[config.mk]
export PLATFORM = sky130hd
export DESIGN_NAME = gpio_irq_bank
export DESIGN_NICKNAME = d
export VERILOG_FILES = /design/src/rtl/gpio_bank_pkg.sv /design/src/rtl/gpio_line_sync.sv /design/src/rtl/gpio_deb_filter.sv /design/src/rtl/gpio_irq_unit.sv /design/src/rtl/gpio_irq_bank.sv
export SDC_FILE = /design/constraint.sdc
export NUM_CORES = 1
export LEC_CHECK = 0
export CAP_MARGIN = 10
export CORE_ASPECT_RATIO = 0.7
export CORE_MARGIN = 2
export CORE_UTILIZATION = 48
export DETAILED_ROUTE_END_ITERATION = 6
export HOLD_SLACK_MARGIN = 0.05
export PLACE_DENSITY = 0.77
export SKIP_LAST_GASP = 1
export SLEW_MARGIN = 20
export SYNTH_ARGS = -nofsm -noshare
export SYNTH_HDL_FRONTEND = slang
export SYNTH_SLANG_ARGS = --single-unit
[constraint.sdc]
create_clock -name clk -period 1.5 [get_ports clk]
set_input_delay 0.3 -clock clk [delete_from_list [all_inputs] [get_ports clk]]
set_output_delay 0.3 -clock clk [all_outputs]
set_load 0.005 [all_outputs]
[src/rtl/gpio_bank_pkg.sv]
package gpio_bank_pkg;

    // Bus geometry
    localparam int BUS_W   = 32;
    localparam int ADDR_W  = 6;
    localparam int FIELD_W = 8;
    localparam int WORD_W  = ADDR_W - 2;

    // Word indices (byte address / 4)
    localparam logic [WORD_W-1:0] W_DIR      = 4'd0;
    localparam logic [WORD_W-1:0] W_DIR_OUT  = 4'd1;
    localparam logic [WORD_W-1:0] W_DIR_IN   = 4'd2;
    localparam logic [WORD_W-1:0] W_LEVEL    = 4'd3;
    localparam logic [WORD_W-1:0] W_OUT_SET  = 4'd4;
    localparam logic [WORD_W-1:0] W_OUT_CLR  = 4'd5;
    localparam logic [WORD_W-1:0] W_CFG_SET  = 4'd6;
    localparam logic [WORD_W-1:0] W_CFG_CLR  = 4'd7;
    localparam logic [WORD_W-1:0] W_STAT_CLR = 4'd8;
    localparam logic [WORD_W-1:0] W_STATUS   = 4'd9;

    // Field offsets inside the control word
    localparam int F_RISE = 0;
    localparam int F_FALL = FIELD_W;
    localparam int F_DEB  = 2 * FIELD_W;
    localparam int F_LVL  = 3 * FIELD_W;

    typedef struct packed {
        logic [BUS_W-1:0] dir;
        logic [BUS_W-1:0] outl;
        logic [BUS_W-1:0] cfg;
    } bank_state_t;

endpackage

[src/rtl/gpio_line_sync.sv]
module gpio_line_sync #(
    parameter int WIDTH = 32
) (
    input  logic             clk,
    input  logic             rst_n,
    input  logic [WIDTH-1:0] async_in,
    output logic [WIDTH-1:0] sync_out
);

    typedef struct packed {
        logic [WIDTH-1:0] s1;
        logic [WIDTH-1:0] s2;
    } sync_t;

    sync_t r_d, r_q;

    always_comb begin
        r_d.s1 = async_in;
        r_d.s2 = r_q.s1;
    end

    always_ff @(posedge clk or negedge rst_n) begin
        if (!rst_n) r_q <= '0;
        else        r_q <= r_d;
    end

    assign sync_out = r_q.s2;

endmodule

[src/rtl/gpio_deb_filter.sv]
module gpio_deb_filter #(
    parameter int DEB_CYCLES = 4
) (
    input  logic clk,
    input  logic rst_n,
    input  logic deb_en,
    input  logic raw_in,
    output logic clean_out
);

    localparam int            CW   = $clog2(DEB_CYCLES);
    localparam logic [CW-1:0] LAST = CW'(DEB_CYCLES - 1);

    typedef struct packed {
        logic          val;
        logic [CW-1:0] cnt;
    } deb_t;

    deb_t f_d, f_q;

    always_comb begin
        f_d = f_q;
        if (!deb_en) begin
            // Filter bypassed: follow the sample directly
            f_d.val = raw_in;
            f_d.cnt = '0;
        end else if (raw_in == f_q.val) begin
            f_d.cnt = '0;
        end else if (f_q.cnt == LAST) begin
            // Differing value seen on DEB_CYCLES consecutive samples
            f_d.val = raw_in;
            f_d.cnt = '0;
        end else begin
            f_d.cnt = f_q.cnt + CW'(1);
        end
    end

    always_ff @(posedge clk or negedge rst_n) begin
        if (!rst_n) f_q <= '0;
        else        f_q <= f_d;
    end

    assign clean_out = f_q.val;

endmodule

[src/rtl/gpio_irq_unit.sv]
module gpio_irq_unit #(
    parameter int NUM_IRQ    = 8,
    parameter int DEB_CYCLES = 4
) (
    input  logic               clk,
    input  logic               rst_n,
    input  logic [NUM_IRQ-1:0] line_in,
    input  logic [NUM_IRQ-1:0] rise_en,
    input  logic [NUM_IRQ-1:0] fall_en,
    input  logic [NUM_IRQ-1:0] deb_en,
    input  logic [NUM_IRQ-1:0] lvl_sel,
    input  logic [NUM_IRQ-1:0] clr_mask,
    output logic [NUM_IRQ-1:0] status_o
);

    logic [NUM_IRQ-1:0] clean;

    for (genvar i = 0; i < NUM_IRQ; i++) begin : g_line
        gpio_deb_filter #(
            .DEB_CYCLES(DEB_CYCLES)
        ) u_deb (
            .clk      (clk),
            .rst_n    (rst_n),
            .deb_en   (deb_en[i]),
            .raw_in   (line_in[i]),
            .clean_out(clean[i])
        );
    end

    typedef struct packed {
        logic [NUM_IRQ-1:0] prev;
        logic [NUM_IRQ-1:0] sticky;
    } irq_t;

    irq_t i_d, i_q;
    logic [NUM_IRQ-1:0] rise_ev, fall_ev, edge_ev, lvl_hit;

    always_comb begin
        rise_ev = clean & ~i_q.prev;
        fall_ev = ~clean & i_q.prev;
        edge_ev = (rise_en & rise_ev) | (fall_en & fall_ev);
        lvl_hit = (rise_en & clean) | (fall_en & ~clean);

        i_d.prev = clean;
        // Level lines track the qualified level; edge lines hold until
        // cleared, and a new event in the clear cycle wins.
        i_d.sticky = (lvl_sel & lvl_hit)
                   | (~lvl_sel & ((i_q.sticky & ~clr_mask) | edge_ev));
    end

    always_ff @(posedge clk or negedge rst_n) begin
        if (!rst_n) i_q <= '0;
        else        i_q <= i_d;
    end

    // A line with no enable is masked but keeps its sticky bit
    assign status_o = i_q.sticky & (rise_en | fall_en);

endmodule

[src/rtl/gpio_irq_bank.sv]
module gpio_irq_bank
    import gpio_bank_pkg::*;
#(
    parameter int NUM_IRQ    = 8,
    parameter int DEB_CYCLES = 4
) (
    input  logic              clk,
    input  logic              rst_n,
    input  logic              bus_we,
    input  logic [ADDR_W-1:0] bus_addr,
    input  logic [BUS_W-1:0]  bus_wdata,
    output logic [BUS_W-1:0]  bus_rdata,
    input  logic [BUS_W-1:0]  pad_in,
    output logic [BUS_W-1:0]  pad_out,
    output logic [BUS_W-1:0]  pad_oe,
    output logic              irq_o
);

    logic              aligned;
    logic              wr_hit;
    logic [WORD_W-1:0] word;

    assign word    = bus_addr[ADDR_W-1:2];
    assign aligned = (bus_addr[1:0] == 2'b00);
    assign wr_hit  = bus_we & aligned;

    bank_state_t        st_d, st_q;
    logic [BUS_W-1:0]   line_sync;
    logic [NUM_IRQ-1:0] clr_mask;
    logic [NUM_IRQ-1:0] stat_vis;

    // Next-state: set/clear register pairs
    always_comb begin
        st_d     = st_q;
        clr_mask = '0;
        if (wr_hit) begin
            case (word)
                W_DIR_OUT:  st_d.dir  = st_q.dir  |  bus_wdata;
                W_DIR_IN:   st_d.dir  = st_q.dir  & ~bus_wdata;
                W_OUT_SET:  st_d.outl = st_q.outl |  bus_wdata;
                W_OUT_CLR:  st_d.outl = st_q.outl & ~bus_wdata;
                W_CFG_SET:  st_d.cfg  = st_q.cfg  |  bus_wdata;
                W_CFG_CLR:  st_d.cfg  = st_q.cfg  & ~bus_wdata;
                W_STAT_CLR: clr_mask  = bus_wdata[NUM_IRQ-1:0];
                default: ;
            endcase
        end
    end

    always_ff @(posedge clk or negedge rst_n) begin
        if (!rst_n) st_q <= '0;
        else        st_q <= st_d;
    end

    gpio_line_sync #(
        .WIDTH(BUS_W)
    ) u_sync (
        .clk     (clk),
        .rst_n   (rst_n),
        .async_in(pad_in),
        .sync_out(line_sync)
    );

    gpio_irq_unit #(
        .NUM_IRQ   (NUM_IRQ),
        .DEB_CYCLES(DEB_CYCLES)
    ) u_irq (
        .clk     (clk),
        .rst_n   (rst_n),
        .line_in (line_sync[NUM_IRQ-1:0]),
        .rise_en (st_q.cfg[F_RISE +: NUM_IRQ]),
        .fall_en (st_q.cfg[F_FALL +: NUM_IRQ]),
        .deb_en  (st_q.cfg[F_DEB  +: NUM_IRQ]),
        .lvl_sel (st_q.cfg[F_LVL  +: NUM_IRQ]),
        .clr_mask(clr_mask),
        .status_o(stat_vis)
    );

    // Read mux
    always_comb begin
        bus_rdata = '0;
        if (aligned) begin
            case (word)
                W_DIR, W_DIR_OUT, W_DIR_IN: bus_rdata = st_q.dir;
                W_LEVEL:                    bus_rdata = line_sync;
                W_OUT_SET, W_OUT_CLR:       bus_rdata = st_q.outl;
                W_CFG_SET, W_CFG_CLR:       bus_rdata = st_q.cfg;
                W_STATUS:                   bus_rdata[NUM_IRQ-1:0] = stat_vis;
                default: ;
            endcase
        end
    end

    assign pad_out = st_q.outl;
    assign pad_oe  = st_q.dir;
    assign irq_o   = |stat_vis;

endmodule

== After elaboration in Yosys (flattened, before gate mapping) ==
Index checks and enable logic that the tools add are counted.

* Register bits after elaboration: 200
* Bits in latches: 0
* Bits in writable memories: 0
* Bits in read-only memories: 0
* Output and inout port bits: 97
* Logic and storage cells: 167
* Memories: 0

* $add $sub $neg: 8
* $mul: 0
* Divide/modulo/power cells: 0
* $lt $le $gt $ge: 0
* Eq/ne operators: 41
* Shift-type cells: 0
* Multiplexer cells: 48
* Bitwise operators: 27
* Reduce and logical (&&, ||, !) cells: 20

{| class="wikitable"
|+ Operators by type and width
! cell !! count
|-
| 32-bit one-hot mux with 2 select lines || 3
|-
| 32-bit bitwise AND || 3
|-
| 32-bit bitwise OR || 3
|-
| 24-bit one-hot mux with 4 select lines || 1
|-
| 8-bit bitwise AND || 10
|-
| 8-bit bitwise OR || 5
|-
| 8-bit one-hot mux with 5 select lines || 1
|-
| 2-bit two-way mux || 16
|-
| 32-bit two-way mux || 1
|-
| 32-bit NOT || 1
|-
| 8-bit NOT || 4
|-
| 3-bit two-way mux || 8
|-
| 2-bit AND reduction || 11
|-
| 2-bit by 1-bit adder with 2-bit output, second input constant || 8
|-
| 2-bit equality test, second input constant || 8
|-
| 4-bit by 3-bit equality test with 1-bit output, second input constant || 4
|-
| 1-bit two-way mux || 16
|-
| 8-bit two-way mux || 2
|-
| 2-bit by 1-bit != test with 1-bit output, second input constant || 8
|-
| 2-bit != test, second input constant || 8
|-
| 1-bit equality test || 8
|-
| 4-bit by 2-bit equality test with 1-bit output, second input constant || 2
|-
| 4-bit equality test, second input constant || 2
|-
| 8-bit OR reduction || 1
|-
| other kinds (7) || 10
|}

== Logic depth before layout (Yosys ltp) ==
* Depth after elaboration: 8
* Depth in mapped cells: 6

== By module ==
A second synthesis with hierarchy kept.

* Cells, all modules: 824
* Area, all modules: 9088.7 µm²

{| class="wikitable"
|+ Modules (own cells, without submodules)
! module !! times used !! cells each !! area each (µm²) !! seq. area each (µm²)
|-
| gpio_irq_bank || 1 || 608 || 5595.4 || 2402.3
|-
| gpio_line_sync || 1 || 64 || 1601.5 || 1601.5
|-
| gpio_deb_filter || 8 || 10 || 137.6 || 75.1
|-
| gpio_irq_unit || 1 || 72 || 790.8 || 400.4
|}

== Least setup slack after synthesis ==
No wires, ideal clock.

* Path kind: input -> output
* From: in bus_addr[5]
* To: out bus_rdata[11]
* Arrival: 1.374 ns
* Data required time: 1.200 ns
* Path slack: -0.174 ns
* Stages on the path: 6
* Buffers on the path: 3
* Cell sequence: buf_2 -> and3b_1 -> clkbuf_1 -> buf_4 -> a22oi_1 -> a211oi_1

* Longest elaborated chain between the ends: 4
* Elaborated cells between the ends (all ways): 13

{| class="wikitable"
|+ RTL lines
! what !! RTL line !! RTL
|-
| start: declaration || gpio_irq_bank.sv:10 || <nowiki>input logic [ADDR_W-1:0] bus_addr,</nowiki>
|-
| 4-bit by 1-bit equality test with 1-bit output, or another cell as far along || gpio_irq_bank.sv:83 || <nowiki>case (word)</nowiki>
|-
| 3-bit OR reduction or 2-bit OR reduction (tied branches) || gpio_irq_bank.sv:83 ||
|-
| 24-bit one-hot mux with 4 select lines (*) || gpio_irq_bank.sv:83 ||
|-
| 32-bit two-way mux (*) || gpio_irq_bank.sv:82 || <nowiki>if (aligned) begin</nowiki>
|-
| end: declaration || gpio_irq_bank.sv:12 || <nowiki>output logic [BUS_W-1:0] bus_rdata,</nowiki>
|}

Mark *: on every way between the ends. The rest lies on a longest branch, timed or not.

==> results.sh <==
export IMPL_p_clk_frac=0.301
export IMPL_grtUsageMet2=0.479
export IMPL_min_period_ns=1.97
export IMPL_antenna_found_initial=0
export IMPL_rsz0062_at_grt="true"
export IMPL_synth_top_area_frac=0.539
export IMPL_grt_pass1_wl_microns=48100
export IMPL_timing_slew_headroom=0.666
export IMPL_core_area_sq_mm=0.0189
export IMPL_cts_tree="yes"
export IMPL_maxCapViolCount=0
export IMPL_dieHeight_microns=120
export IMPL_syn_avg_cell_area_sq_um=11.2
export IMPL_antenna_diode_count=0
export IMPL_fin_cells=1382
export IMPL_num_rows=42
export IMPL_crit_fanout=2
export IMPL_place_inst=1300
export IMPL_start_util=0.491
export IMPL_ys_warnings_count=0
export IMPL_dp_slack_ns=-1.22
export IMPL_drive_above_1_share=0.384
export IMPL_viasPerCell=6.15
export IMPL_clock_latency_ns=0.44
export IMPL_ys_seq_elements=200
export IMPL_ir_worst_vdd_uv=736
export IMPL_met1_usage=0.431
export IMPL_htreeDepth=4
export IMPL_yosys_top_cells_area="dfrtp_1 (54%), mux2i_1 (6.1%), buf_4 (5.4%), a31oi_1 (4.3%), a41oi_1 (3.0%)"
export IMPL_worst_slew_pin_slew_ns=0.501
export IMPL_finalSetupViolCount=67
export IMPL_setup_tns_final_ns=-14.30
export IMPL_slowest_delay_ns=0.39
export IMPL_synthDistinctLibCells=45
export IMPL_power_frac_comb=0.278
export IMPL_die_area_sq_mm=0.0205
export IMPL_powerDensity_mw_per_mm2=1200
export IMPL_async_flop_share=1.00
export IMPL_cts_sinks=200
export IMPL_status="finished with violations"
export IMPL_yosysTopAreaCell="dfrtp_1"
export IMPL_fmax_ghz=0.508
export IMPL_fillers=1268
export IMPL_grt_pass1_vias=8409
export IMPL_grtUsageMet3=0.0769
export IMPL_gp_congestion=0.884
export IMPL_dr_pass1_iters=6
export IMPL_drt_iter0_drc=899
export IMPL_detail_route_antenna_nets=0
export IMPL_drc_errors=0
export IMPL_violations="setup timing"
export IMPL_wl_per_cell_microns=22.8
export IMPL_fin_ws_ns=-0.467
export IMPL_path_cells="o21ai_1 -> buf_4 -> nand4_1 -> or2_4 -> buf_6"
export IMPL_worstSetupPathType="reg -> out"
export IMPL_worstPathRequired_ns=1.20
export IMPL_grt_max_degree=39
export IMPL_p_sw_uw=4790
export IMPL_cts_root_buf="clkbuf_16"
export IMPL_period_share=1.31
export IMPL_placed_area_sq_mm=0.0123
export IMPL_drv_slew=0
export IMPL_r2r_slack_ns=0.14
export IMPL_ys_seq_area_frac=0.539
export IMPL_grt_busiest_layer="met2"
export IMPL_cpLargestDelayFamily="simple AND/OR/NAND/NOR gates"
export IMPL_die_width_microns=170
export IMPL_hold_slack_ns=0.292
export IMPL_synth_area_sq_mm=0.00928
export IMPL_critPathCaptureType="primary output"
export IMPL_stdcell_area_sq_mm=0.0135
export IMPL_skew_ns=0.0100
export IMPL_overflow=0
export IMPL_p_sw_frac=0.296
export IMPL_wirelength_microns=31500
export IMPL_port_buffers=169
export IMPL_ctsLongestPathBuffers=2
export IMPL_crit_arrival_ns=1.67
export IMPL_layout_area_seq_sq_mm=0.00501
export IMPL_cp_num_buf_inv=2
export IMPL_area_delta_synth_final_pct=45.7
export IMPL_postSynthCellCount=832
export IMPL_synth_edf_count=0
export IMPL_vias=8503
export IMPL_hold_violations=0
export IMPL_fin_nets=1208
export IMPL_cts_buffers=17
export IMPL_multi_input_area_sq_mm=0.00371
export IMPL_leakage_uw=0.00636
export IMPL_seq_power_share=0.421
export IMPL_hold_path_class="in -> reg"
export IMPL_ys_flop_type="dfrtp_1"
export IMPL_grtUsageTotal=0.309
export IMPL_ios=170
export IMPL_syn_nets=913
export IMPL_hpwl_microns=20400
export IMPL_cp_start_kind="flop"
export IMPL_cpMaxStageDelayCell="dfrtp_1"
export IMPL_clk_pin_slew_ns=0.07
export IMPL_p_int_uw=11400
path summary, 6_finish.rpt:
| path | from | to | depth (start not counted) |
|---|---|---|---|
| max in group asynchronous | rst_n | async pin | 3 |
| worst max-delay path | flop | irq_o | 5 |
| min in group asynchronous | rst_n | u_sync.sync_out[1] | 2 |
| worst min register to register | u_sync.r_d[0] | u_sync.sync_out[0] | 0 |
| worst max register to register | flop | u_irq.i_q[6] | 6 |
| worst min-delay path | pad_in[4] | u_sync.r_d[4] | 1 |
layout make-up:
class / instances / share of cell area
Sequential cell: 200 / 0.370
Multi-Input combinational cell: 444 / 0.274
Timing Repair Buffer: 410 / 0.272
Clock buffer: 19 / 0.0335
Tap cell: 242 / 0.0224
Inverter: 54 / 0.0150
Clock inverter: 13 / 0.0125
synth_stat cells (2+ instances only):
cell type	instances
nand2b_1	10
dfrtp_1	200
a311o_1	8
buf_2	23
nand3_1	50
a21oi_1	8
ha_1	8
nand2_1	11
a32oi_1	24
o211ai_1	4
or2_2	2
nor3b_1	3
o21ai_0	26
and3b_1	2
clkbuf_1	36
nand4_1	2
inv_1	54
nor2b_1	5
o22a_1	8
buf_6	3
xnor2_1	7
and3_1	14
nor2_1	14
nor3_1	6
a31oi_1	64
buf_4	67
buf_1	5
a22oi_1	24
nor4bb_1	4
mux2_2	6
mux2i_1	57
a41oi_1	32
a211oi_1	26
a21boi_0	8
layer usage:
metal  part of all wire  wire length [microns]
met5                  0                      0
met2               0.46                  14400
met4              0.031                    992
met3               0.10                   3170
met1               0.41                  12900
cell families (layout without fill, tap and decap cells):
logic type,count (synthesis),in the layout,share of synthesized area
AO/OA/AOI/OAI,234,234,0.183
flip-flops,200,200,0.539
buffers and inverters,188,496,0.109
AND/OR/NAND/NOR,130,130,0.0804
multiplexers,63,63,0.0688
XOR/XNOR,9,9,0.00930
adder cells (fa/ha/maj),8,8,0.0108
cell usage in the layout, fill, tap and decap left out, types with 3 or more instances in the layout:
| cell | netlist | routed |
|---|---|---|
| dfrtp_1 | 200 | 199 |
| buf_4 | 67 | 186 |
| clkdlybuf4s50_1 | 0 | 65 |
| a31oi_1 | 64 | 64 |
| mux2i_1 | 57 | 57 |
| inv_1 | 54 | 54 |
| nand3_1 | 50 | 50 |
| buf_6 | 3 | 47 |
| buf_2 | 23 | 34 |
| a41oi_1 | 32 | 32 |
| clkdlybuf4s15_1 | 0 | 28 |
| a211oi_2 | 1 | 23 |
| clkbuf_2 | 0 | 22 |
| a22oi_2 | 0 | 21 |
| clkbuf_16 | 0 | 19 |
| buf_12 | 0 | 19 |
| a32oi_1 | 24 | 18 |
| and3_1 | 14 | 14 |
| nor2_1 | 14 | 13 |
| nand2_1 | 11 | 11 |
| o21ai_0 | 26 | 11 |
| nand2b_1 | 10 | 9 |
| a311o_1 | 8 | 8 |
| o22a_1 | 8 | 8 |
| a21boi_0 | 8 | 8 |
| o21ai_1 | 0 | 8 |
| ha_1 | 8 | 8 |
| xnor2_1 | 7 | 7 |
| nor3_1 | 6 | 6 |
| o21ai_2 | 0 | 6 |
| a21oi_2 | 0 | 6 |
| mux2_2 | 6 | 6 |
| a32oi_2 | 0 | 5 |
| o211ai_1 | 4 | 4 |
| a22oi_1 | 24 | 3 |
| clkbuf_8 | 0 | 3 |
| bufinv_16 | 0 | 3 |
| clkinvlp_4 | 0 | 3 |
stage by stage:
| stage | power, uW | util |
|---|---|---|
| 6_report | 16200 | 0.715 |
| 4_1_cts | 15900 | 0.708 |
| 5_1_grt | 16800 | 0.715 |
| 2_1_floorplan | 8630 | - |
| 3_5_place_dp | 10900 | 0.649 |
| 3_3_place_gp | 10700 | 0.649 |
power by group through the flow:
stage,clock [uW],sequential [uW],combinational (uW)
2_1_floorplan,0,6730,1900
3_3_place_gp,0,6750,3990
3_5_place_dp,0,6780,4090
4_1_cts,4880,6730,4320
5_1_grt,5120,6890,4830
6_report,4860,6810,4500
timing repair:
action	CTS	global route
setup buffers	43	24
hold buffers	1	0
hold endpoints to repair	30	0
setup endpoints to repair	145	72
gates cloned	5	3
pin swaps	38	35
resized for setup	344	100
Note: power is estimated with default switching activity, not from simulation.
